`config.mk`:
```
export PLATFORM = sky130hd
export DESIGN_NAME = edge_phase_aligner
export DESIGN_NICKNAME = d
export VERILOG_FILES = /design/src/rtl/pa_pkg.sv /design/src/rtl/pa_edge_sync.sv /design/src/rtl/pa_align_ctrl.sv /design/src/rtl/pa_serializer.sv /design/src/rtl/edge_phase_aligner.sv
export SDC_FILE = /design/constraint.sdc
export NUM_CORES = 1
export LEC_CHECK = 0
export ABC_AREA = 1
export BUFFER_PORTS_ARGS = -buffer_cell sky130_fd_sc_hd__buf_4
export CAP_MARGIN = 15
export CORE_ASPECT_RATIO = 1.1
export CORE_MARGIN = 4
export CORE_UTILIZATION = 60
export CTS_CLUSTER_SIZE = 20
export DETAILED_ROUTE_END_ITERATION = 16
export GPL_TIMING_DRIVEN = 0
export PLACE_DENSITY = 0.83
export SLEW_MARGIN = 20
export SYNTH_ARGS = -nofsm -noshare
export SYNTH_HDL_FRONTEND = slang
export SYNTH_HIERARCHICAL = 1
export SYNTH_SLANG_ARGS = --single-unit
```
`constraint.sdc`:
```
create_clock -name clk -period 4.3 [get_ports clk]
set_input_delay 0.43 -clock clk [delete_from_list [all_inputs] [get_ports clk]]
set_output_delay 0.43 -clock clk [all_outputs]
set_load 0.01 [all_outputs]
```
`src/rtl/pa_pkg.sv`:
```
`timescale 1ns/1ps
package pa_pkg;
    localparam int unsigned PA_WORD_W    = 16;
    localparam int unsigned PA_SYNC_N    = 2;
    localparam int unsigned PA_DRIFT_MAX = 6;
    localparam int unsigned PA_MON_LEN   = 12;

    typedef enum logic [1:0] {
        ALN_NONE,
        ALN_INIT,
        ALN_DRIFT,
        ALN_FORCE
    } align_src_e;
endpackage

```
`src/rtl/pa_edge_sync.sv`:
```
`timescale 1ns/1ps
module pa_edge_sync #(
    parameter int unsigned SYNC_N = 2
) (
    input  logic clk,
    input  logic rst_n,
    input  logic din,
    output logic rise
);
    logic [SYNC_N:0] pipe_d, pipe_q;

    always_comb begin
        pipe_d = {pipe_q[SYNC_N-1:0], din};
        rise   = pipe_q[SYNC_N-1] & ~pipe_q[SYNC_N];
    end

    always_ff @(posedge clk or negedge rst_n) begin
        if (!rst_n) pipe_q <= '0;
        else        pipe_q <= pipe_d;
    end

    AST_RISE_SINGLE: assert property (@(posedge clk) disable iff (!rst_n)
        rise |=> !rise);
endmodule

```
`src/rtl/pa_align_ctrl.sv`:
```
`timescale 1ns/1ps
module pa_align_ctrl import pa_pkg::*; #(
    parameter int unsigned WORD_W    = PA_WORD_W,
    parameter int unsigned DRIFT_MAX = PA_DRIFT_MAX,
    parameter int unsigned MON_LEN   = PA_MON_LEN
) (
    input  logic clk,
    input  logic rst_n,
    input  logic edge_seen,
    input  logic ext_clk_mode,
    input  logic lock_ok,
    input  logic force_adj_n,
    output logic load_word,
    output logic aligned,
    output logic adj_mon,
    output logic out_invalid
);
    localparam int unsigned PH_W  = $clog2(WORD_W);
    localparam int unsigned MON_W = $clog2(MON_LEN + 1);
    localparam int unsigned INV_W = $clog2(WORD_W + 1);
    localparam logic signed [PH_W-1:0] DRIFT_LIM = PH_W'(DRIFT_MAX);

    typedef struct packed {
        logic [PH_W-1:0]  ph_cnt;
        logic [PH_W-1:0]  lock_ph;
        logic             aligned;
        logic             force_spent;
        logic [MON_W-1:0] mon_cnt;
        logic [INV_W-1:0] inv_cnt;
    } ctl_t;

    ctl_t                   st_d, st_q;
    align_src_e             src;
    logic signed [PH_W-1:0] drift;
    logic                   drift_hi;
    logic                   armed;

    always_comb begin
        st_d        = st_q;
        st_d.ph_cnt = st_q.ph_cnt + 1'b1;
        drift       = $signed(st_q.ph_cnt - st_q.lock_ph);
        drift_hi    = (drift > DRIFT_LIM) || (drift < -DRIFT_LIM);
        armed       = edge_seen && !ext_clk_mode;

        src = ALN_NONE;
        if (armed) begin
            if (!force_adj_n && !st_q.force_spent) src = ALN_FORCE;
            else if (!st_q.aligned && lock_ok)     src = ALN_INIT;
            else if (st_q.aligned && drift_hi)     src = ALN_DRIFT;
        end

        if (st_q.mon_cnt != '0) st_d.mon_cnt = st_q.mon_cnt - 1'b1;
        if (st_q.inv_cnt != '0) st_d.inv_cnt = st_q.inv_cnt - 1'b1;

        if (src != ALN_NONE) begin
            st_d.lock_ph = st_q.ph_cnt;
            st_d.aligned = 1'b1;
            st_d.inv_cnt = INV_W'(WORD_W);
        end
        if (src == ALN_FORCE) begin
            st_d.force_spent = 1'b1;
            st_d.mon_cnt     = MON_W'(MON_LEN);
        end

        load_word = (src != ALN_NONE) ||
                    (st_q.aligned && (st_q.ph_cnt == st_q.lock_ph));
    end

    always_ff @(posedge clk or negedge rst_n) begin
        if (!rst_n) st_q <= '0;
        else        st_q <= st_d;
    end

    assign aligned     = st_q.aligned;
    assign adj_mon     = (st_q.mon_cnt != '0);
    assign out_invalid = (st_q.inv_cnt != '0);

    logic [MON_W:0] mon_run_q;
    logic           mon_seen_q;
    always_ff @(posedge clk or negedge rst_n) begin
        if (!rst_n) begin
            mon_run_q  <= '0;
            mon_seen_q <= 1'b0;
        end else begin
            mon_run_q  <= adj_mon ? mon_run_q + 1'b1 : '0;
            mon_seen_q <= mon_seen_q | adj_mon;
        end
    end

    AST_MON_WIDTH: assert property (@(posedge clk) disable iff (!rst_n)
        $fell(adj_mon) |-> (mon_run_q == (MON_W+1)'(MON_LEN)));
    AST_FORCE_ONCE: assert property (@(posedge clk) disable iff (!rst_n)
        $rose(adj_mon) |-> !mon_seen_q);
    AST_INV_ON_MON: assert property (@(posedge clk) disable iff (!rst_n)
        $rose(adj_mon) |-> out_invalid);
    AST_LOCK_GATE: assert property (@(posedge clk) disable iff (!rst_n)
        (!aligned && !lock_ok && force_adj_n) |=> !aligned);
    AST_EXT_MODE_IDLE: assert property (@(posedge clk) disable iff (!rst_n)
        (ext_clk_mode && !aligned) |=> !aligned);
endmodule

```
`src/rtl/pa_serializer.sv`:
```
`timescale 1ns/1ps
module pa_serializer #(
    parameter int unsigned WORD_W = 16
) (
    input  logic              clk,
    input  logic              rst_n,
    input  logic              load,
    input  logic [WORD_W-1:0] word,
    output logic              ser
);
    logic [WORD_W-1:0] shf_d, shf_q;

    always_comb begin
        shf_d = load ? word : (shf_q >> 1);
    end

    always_ff @(posedge clk or negedge rst_n) begin
        if (!rst_n) shf_q <= '0;
        else        shf_q <= shf_d;
    end

    assign ser = shf_q[0];
endmodule

```
`src/rtl/edge_phase_aligner.sv`:
```
`timescale 1ns/1ps
module edge_phase_aligner import pa_pkg::*; #(
    parameter int unsigned WORD_W    = PA_WORD_W,
    parameter int unsigned SYNC_N    = PA_SYNC_N,
    parameter int unsigned DRIFT_MAX = PA_DRIFT_MAX,
    parameter int unsigned MON_LEN   = PA_MON_LEN
) (
    input  logic              clk,
    input  logic              rst_n,
    input  logic              ext_clk_mode,
    input  logic              lock_ok,
    input  logic              force_adj_n,
    input  logic [WORD_W-1:0] par_in,
    output logic              ser_out,
    output logic              adj_mon,
    output logic              out_invalid
);
    logic rise;
    logic load_word;
    logic aligned;

    pa_edge_sync #(.SYNC_N(SYNC_N)) u_sync (
        .clk  (clk),
        .rst_n(rst_n),
        .din  (par_in[0]),
        .rise (rise)
    );

    pa_align_ctrl #(
        .WORD_W   (WORD_W),
        .DRIFT_MAX(DRIFT_MAX),
        .MON_LEN  (MON_LEN)
    ) u_ctrl (
        .clk         (clk),
        .rst_n       (rst_n),
        .edge_seen   (rise),
        .ext_clk_mode(ext_clk_mode),
        .lock_ok     (lock_ok),
        .force_adj_n (force_adj_n),
        .load_word   (load_word),
        .aligned     (aligned),
        .adj_mon     (adj_mon),
        .out_invalid (out_invalid)
    );

    pa_serializer #(.WORD_W(WORD_W)) u_ser (
        .clk  (clk),
        .rst_n(rst_n),
        .load (load_word),
        .word (par_in),
        .ser  (ser_out)
    );

    AST_SER_QUIET: assert property (@(posedge clk) disable iff (!rst_n)
        !aligned |-> !ser_out);
endmodule

```
## Word-level counts from Yosys, hierarchy flattened

Index checks and enable logic that the tools add are counted.

| word-level totals | value |
|---|---|
| memory bits (read-only) | 0 |
| input port bits | 21 |
| latch bits | 0 |
| register bits | 38 |
| memories kept | 0 |
| memory bits (writable) | 0 |
| logic and storage cells | 43 |

| operators by class | value |
|---|---|
| shifts and indexed selects | 0 |
| add/subtract/negate cells | 4 |
| reductions and logical operators | 16 |
| div/mod/pow operators | 0 |
| bitwise operators | 2 |
| $mul | 0 |
| multiplexer cells | 9 |
| eq/ne operators | 2 |
| $lt $le $gt $ge | 2 |

Operators with widths:

| operator | number |
|---|---|
| $mux 16 | 1 |
| $mux 5 | 2 |
| $mux 2 | 4 |
| $mux 4 | 2 |
| $reduce_bool 2->1 | 3 |
| $logic_and 1x1->1 | 5 |
| $reduce_bool 5->1 | 1 |
| $sub 5x1->5 const B | 1 |
| $add 4x1->4 const B | 1 |
| $eq 4x4->1 | 1 |
| $gt 4x4->1 const B | 1 |
| $logic_not 1->1 | 4 |
| $lt 4x4->1 const B | 1 |
| $reduce_bool 4->1 | 1 |
| $sub 4x1->4 const B | 1 |
| $sub 4x4->4 | 1 |
| $eq 2x2->1 const B | 1 |
| $logic_or 1x1->1 | 2 |
| $and 1x1->1 | 1 |
| $not 1->1 | 1 |

## Longest topological paths before layout

| logic depth | value |
|---|---|
| depth in word-level cells | 11 |
| mapped depth | 17 |

## Hierarchy

The synthesis kept the hierarchy.

Modules (own cells, without submodules):

| module | times used | sequential area each (um^2) | cells each | area each (um^2) |
|---|---|---|---|---|
| pa_align_ctrl | 1 | 475.5 | 123 | 1084.8 |
| pa_serializer | 1 | 400.4 | 67 | 640.6 |
| pa_edge_sync | 1 | 75.1 | 5 | 85.1 |

## Worst setup path before layout

OpenSTA, ideal clock, no wires.

| timing | value |
|---|---|
| kind | flip-flop to flip-flop |
| from | register u_ctrl/st_q[15] (netlist name) |
| to | register u_ser.shf_q[4] |
| clock period less this slack | 2.269 ns |
| path slack | 2.031 ns |
| arrival time | 2.153 ns |
| path buffers | 2 |
| cell stages (with the launch flop) | 17 |
| setup time | 0.116 ns |
| cells stage by stage | dfrtp_1 > inv_1 > ha_1 > inv_1 > fa_1 > xnor2_1 > nand2_1 > nand3_1 > nand3_2 > nand3_4 > nand2_4 > o21ai_0 > buf_6 > inv_6 > buf_12 > nand2_1 > nand2_1 |

| between the ends | value |
|---|---|
| longest elaborated chain between the ends | 11 |
| elaborated cells between the ends (all ways) | 14 |
| classes of those cells | add/sub: 1; order compare: 2; eq/ne: 1; mux: 5; reduce/logical: 5 |

RTL lines:

| element | RTL line | text |
|---|---|---|
| start, declared | pa_align_ctrl.sv:32 | `ctl_t st_d, st_q;` |
| start signal, assigned | pa_align_ctrl.sv:71 | `else st_q <= st_d;` |
| $sub 4x4->4 | pa_align_ctrl.sv:41 | `drift = $signed(st_q.ph_cnt - st_q.lock_ph);` |
| $gt 4x4->1 or $lt 4x4->1 (tied branches) | pa_align_ctrl.sv:42 | `drift_hi = (drift > DRIFT_LIM) \|\| (drift < -DRIFT_LIM);` |
| $logic_or 1x1->1 | pa_align_ctrl.sv:42 |  |
| $logic_and 1x1->1 | pa_align_ctrl.sv:49 | `else if (st_q.aligned && drift_hi) src = ALN_DRIFT;` |
| $mux 2 | pa_align_ctrl.sv:49 |  |
| $mux 2 | pa_align_ctrl.sv:48 | `else if (!st_q.aligned && lock_ok) src = ALN_INIT;` |
| $mux 2 | pa_align_ctrl.sv:47 | `if (!force_adj_n && !st_q.force_spent) src = ALN_FORCE;` |
| $mux 2 | pa_align_ctrl.sv:46 | `if (armed) begin` |
| $reduce_bool 2->1 | pa_align_ctrl.sv:65 | `load_word = (src != ALN_NONE) \|\|` |
| $logic_or 1x1->1 (*) | pa_align_ctrl.sv:65 |  |
| via load_word | edge_phase_aligner.sv:19 | `logic load_word;` |
| $mux 16 (*) | pa_serializer.sv:14 | `shf_d = load ? word : (shf_q >> 1);` |
| via u_ser.shf_d[4] | pa_serializer.sv:11 | `logic [WORD_W-1:0] shf_d, shf_q;` |
| end signal, assigned | pa_serializer.sv:18 | `if (!rst_n) shf_q <= '0;` |
| end signal, assigned | pa_serializer.sv:19 | `else shf_q <= shf_d;` |
| end, declared | pa_serializer.sv:11 |  |

The timed path passes the listed nets; every way through them passes the cells marked *.
A chain may end at the register's enable or synchronous reset.

## Final worst setup path

| timing | value |
|---|---|
| from | register u_ctrl/st_q[15] (netlist name) |
| to | register u_ser.shf_q[7] |

Same word-level chain as after synthesis.

==> results.md <==
Placed design:
- The cell count after placement is 251.
- Once detailed placement completed, the half-perimeter wirelength came to 2160 um.
- The final estimated routing congestion in global placement is 0.797.
- The cell area after placement is 2020 um2.
- Port buffering added 23 buffers.

Routing:
- The detailed-router iteration count before antenna repair is 4.
- For this run, design rule violations remaining after detail routing come to 0.
- The routed via count is 1,310.
- The average routed wire per standard cell is 11.5 um.
- The average via count per standard cell is 5.06.
- The detail route stage leaves a number of antenna-violating nets equal to 0.
- Wires add up to 2980 um.
- The number of violations reported at the end of detailed-routing iteration 0 is 57.

Global routing:
- The number of global-route vias before repair is 1,274.
- The number of antenna violations at the first check in global routing is 0.
- The first global-routing pass estimated 5310 um of wire.
- The maximum number of pins on one net before global-route repair is 39.
- In the global route stage, overall resource usage came out at 0.185.
- The final global-route overflow total is 0.

Power:
- In this run the static leakage power is 1.16 nW.
- The total power divided by cell area is 654 nW/um2.
- The peak ir drop on the vdd network is 0.000442 V.
- The overall power is 1.37 mW.

Clock tree:
- The number of levels the H-tree was split into is 2.
- Hold repair after CTS inserted 0 buffers.
- The library cell used as clock root buffer is clkbuf_4.
- The clock latency on the worst-skew pair is 0.35 ns.
- The clock drives 38 sinks.
- In this run the post-CTS setup repair buffer count came out at 0.
- The clock passes through at most 2 buffers.
- TritonCTS built the clock tree.
- The number of buffers created by CTS is 5.
- After clock tree synthesis, the clock-pin slew on the worst setup and hold paths is 0.11 ns.
- The total of cells resized after clock tree synthesis is 0.

Finish:
- Of the cells placed in the final design, the portion with a size suffix greater than 1 is 0.230.
- The layout-stage area growth over the synthesis result is 15.3%.
- The final instance area is 2090 um2.
- The number of nets at the end of the flow is 255.
- Measured on the finished design, the core utilization comes to 0.738.
- The final instance count without filler cells is 259.
- The number of inserted diodes is 0.

Die:
- In this run the horizontal extent of the chip is 60.4 um.
- After floorplanning, the core was sized to cover 2830 um2.
- The number of ports placed on the die boundary is 24.
- The floorplan row count is 20.
- Measured along the y axis, the die boundary spans 65.6 um.
- The die covers 3960 um2.
- The starting density of the core is 0.640.

Worst setup path:
- The startpoint identified for the worst register-to-register timing path is u_ctrl/st_q[15]$_DFF_PN0_.
- The path type of the worst setup path is flip-flop to flip-flop.
- The launching element of the worst setup path is u_ctrl/st_q[15]$_DFF_PN0_.
- The nature of the critical path startpoint is a flip-flop.
- In this run the worst path has a maximum fanout of 10.
- At the worst endpoint, the arrival time is 2.79 ns.
- STA puts the critical path data required time at 4.55 ns.
- The endpoint class of the critical path is a flip-flop.

Synthesis:
- The number of warning messages in the yosys log is 6.
- Synthesis produced 195 cells.
- The library cell occupying the most area in the post-synthesis netlist is dfrtp_1.
- The net count of the mapped netlist is 225.
- Among all flip-flop cells after synthesis, the most frequent one is dfrtp_1.
- After synthesis, the most frequently instantiated cells are nand2_1 (68), dfrtp_1 (38), inv_1 (21), nand3_1 (9), ha_1 (8).
- The share of synthesized area in the top cell type comes to 0.525.
- Among all cell types in the netlist, the one instantiated most often is nand2_1.
- In this run, synthesis inferred 0 flip-flops with an integrated enable.
- The number of synthesized register bits is 38.
- Dividing the synthesized area by the synthesized cell count gives 9.28 um2.
- After synthesis, the share of flip-flops with an asynchronous set or reset is 1.00.
- In this run the cell area of the synthesized design comes to 1810 um2.
- The number of different library cells used by synthesis comes to 28.
- Of the synthesized area, sequential elements account for 0.525.
- Yosys attributes the largest share of cell area to dfrtp_1 (53%), nand2_1 (14%), ha_1 (5.5%), inv_1 (4.4%), xor2_1 (3.4%).

Job:
- Across the run, the number of max-cap violations was 0.

Timing:
- The timing-limited maximum frequency is 394 MHz.
- Of the available clock period, the critical path in the final layout requires 0.591.
- The total count of max-transition violations in the final report was 0.
- The setup total negative slack is 0 ns.
- Headroom to the max-slew limit came out at 0.687.
- Setup violations remaining at the end of the flow were counted as 0.
- The final period demand of the worst path is 2.54 ns.
- At the pin with the least slew margin, the transition time is 0.470 ns.
- The number of endpoints with negative hold slack in the final report is 0.
- Setup repair after global routing left no endpoint under its margin.
- The setup skew after layout is 0.00729 ns.

Worst hold path:
- The path class of the tightest hold or removal check is input pin to async pin.

Run status:
- The flow ran to the end, and the final reports show no timing, DRC or antenna violations.
[cell type report]
| type | count | area [um2] |
|---|---|---|
| clock inverters | 2 | 12.5 |
| plain buffers | 4 | 47.5 |
| clock buffers | 6 | 51.3 |
| fillers | 202 | 739 |
| inverters | 24 | 95.1 |
| multi-input cells | 129 | 717 |
| repair buffers | 23 | 173 |
| flip-flops and latches | 38 | 951 |
| well taps | 33 | 41.3 |
[through the flow]
step | setup WS (ns) | hold slack, ns
6_report | 1.76 | 0.0290
5_1_grt | 1.52 | 0.0330
4_1_cts | 1.74 | 0.0241
3_5_place_dp | 1.77 | 0.345
3_3_place_gp | 1.84 | 0.336
2_1_floorplan | 2.03 | 0.134
[worst max-delay path, stage by stage (launching register included)]
cell and delay (ns):
dfrtp_1 0.43, inv_1 0.09, ha_1 0.14, inv_1 0.06, fa_1 0.37, xnor2_1 0.16
nor2_1 0.12, nand2_1 0.06, nand2_1 0.07, nand3_2 0.10, nand3_4 0.14, nand2_4 0.10
o21ai_0 0.12, buf_6 0.18, inv_6 0.05, buf_12 0.13, nand2_1 0.06, nand2_1 0.05
[report_power, final]
part	internal, mW	switching, mW
registers	0.486	0.0594
logic	0.261	0.364
clock network	0.0786	0.118
[final timing paths]
check / endpoint / slack (ns) / cells after the start
worst max-delay path: u_ser/shf_q[7]$_DFF_PN0_ / 1.76 / 17
worst min-delay path: u_ctrl/st_q[0]$_DFFE_PN0P_ / 0.03 / 1
worst max register to register: u_ser/shf_q[7]$_DFF_PN0_ / 1.76 / 17
worst min register to register: u_sync/pipe_q[1]$_DFF_PN0_ / 0.37 / 0
max in group asynchronous: u_ctrl/st_q[2]$_DFFE_PN0P_ / 3.95 / 1
min in group clk: u_sync/pipe_q[0]$_DFF_PN0_ / 0.19 / 1
[state kept, by name, indices dropped and copies added, names as in the netlist]
signal	flops
u_ctrl/aligned	1
u_ctrl/st_q	18
u_ser/shf_q	16
u_sync/pipe_q	3
[placed cells by master (no fill, tap or decap)]
cell type / netlist / routed
nand2_1: 68 / 68
dfrtp_1: 38 / 38
buf_4: 0 / 23
inv_1: 21 / 21
nand3_1: 9 / 9
ha_1: 8 / 8
xor2_1: 7 / 7
nor2_1: 6 / 6
nand2_2: 6 / 6
clkbuf_4: 0 / 5
o21ai_0: 5 / 5
a21oi_1: 4 / 4
nand3_2: 3 / 3
inv_2: 2 / 2
xnor2_1: 2 / 2
buf_6: 2 / 2
clkinvlp_4: 0 / 1
clkbuf_8: 0 / 1
clkinv_2: 0 / 1
nand4_1: 1 / 1
or2_2: 1 / 1
nand3_4: 1 / 1
buf_2: 1 / 1
nand2_4: 1 / 1
and2_1: 1 / 1
a31oi_1: 1 / 1
nor4_1: 1 / 1
a21oi_2: 1 / 1
a21boi_1: 1 / 1
fa_1: 1 / 1
inv_6: 1 / 1
buf_12: 1 / 1
nor2_2: 1 / 1
[cells by family (layout without fill, tap and decap cells)]
| kind of cell | Yosys count | in the layout | share of synthesized area |
|---|---|---|---|
| simple gates | 99 | 99 | 0.249 |
| fa+ha+maj | 9 | 9 | 0.0663 |
| compound gates | 12 | 12 | 0.0373 |
| buf+inv | 28 | 59 | 0.0788 |
| xor+xnor | 9 | 9 | 0.0435 |
| flops | 38 | 38 | 0.525 |
[layer usage]
layer,vias to the layer above,global-route usage,part of all wire
li1,658,-,-
met1,609,0.211,0.41
met2,37,0.307,0.50
met3,6,0.0609,0.063
met4,0,0.0886,0.022
met5,-,0,0
Note: power is estimated with default switching activity, not from simulation.
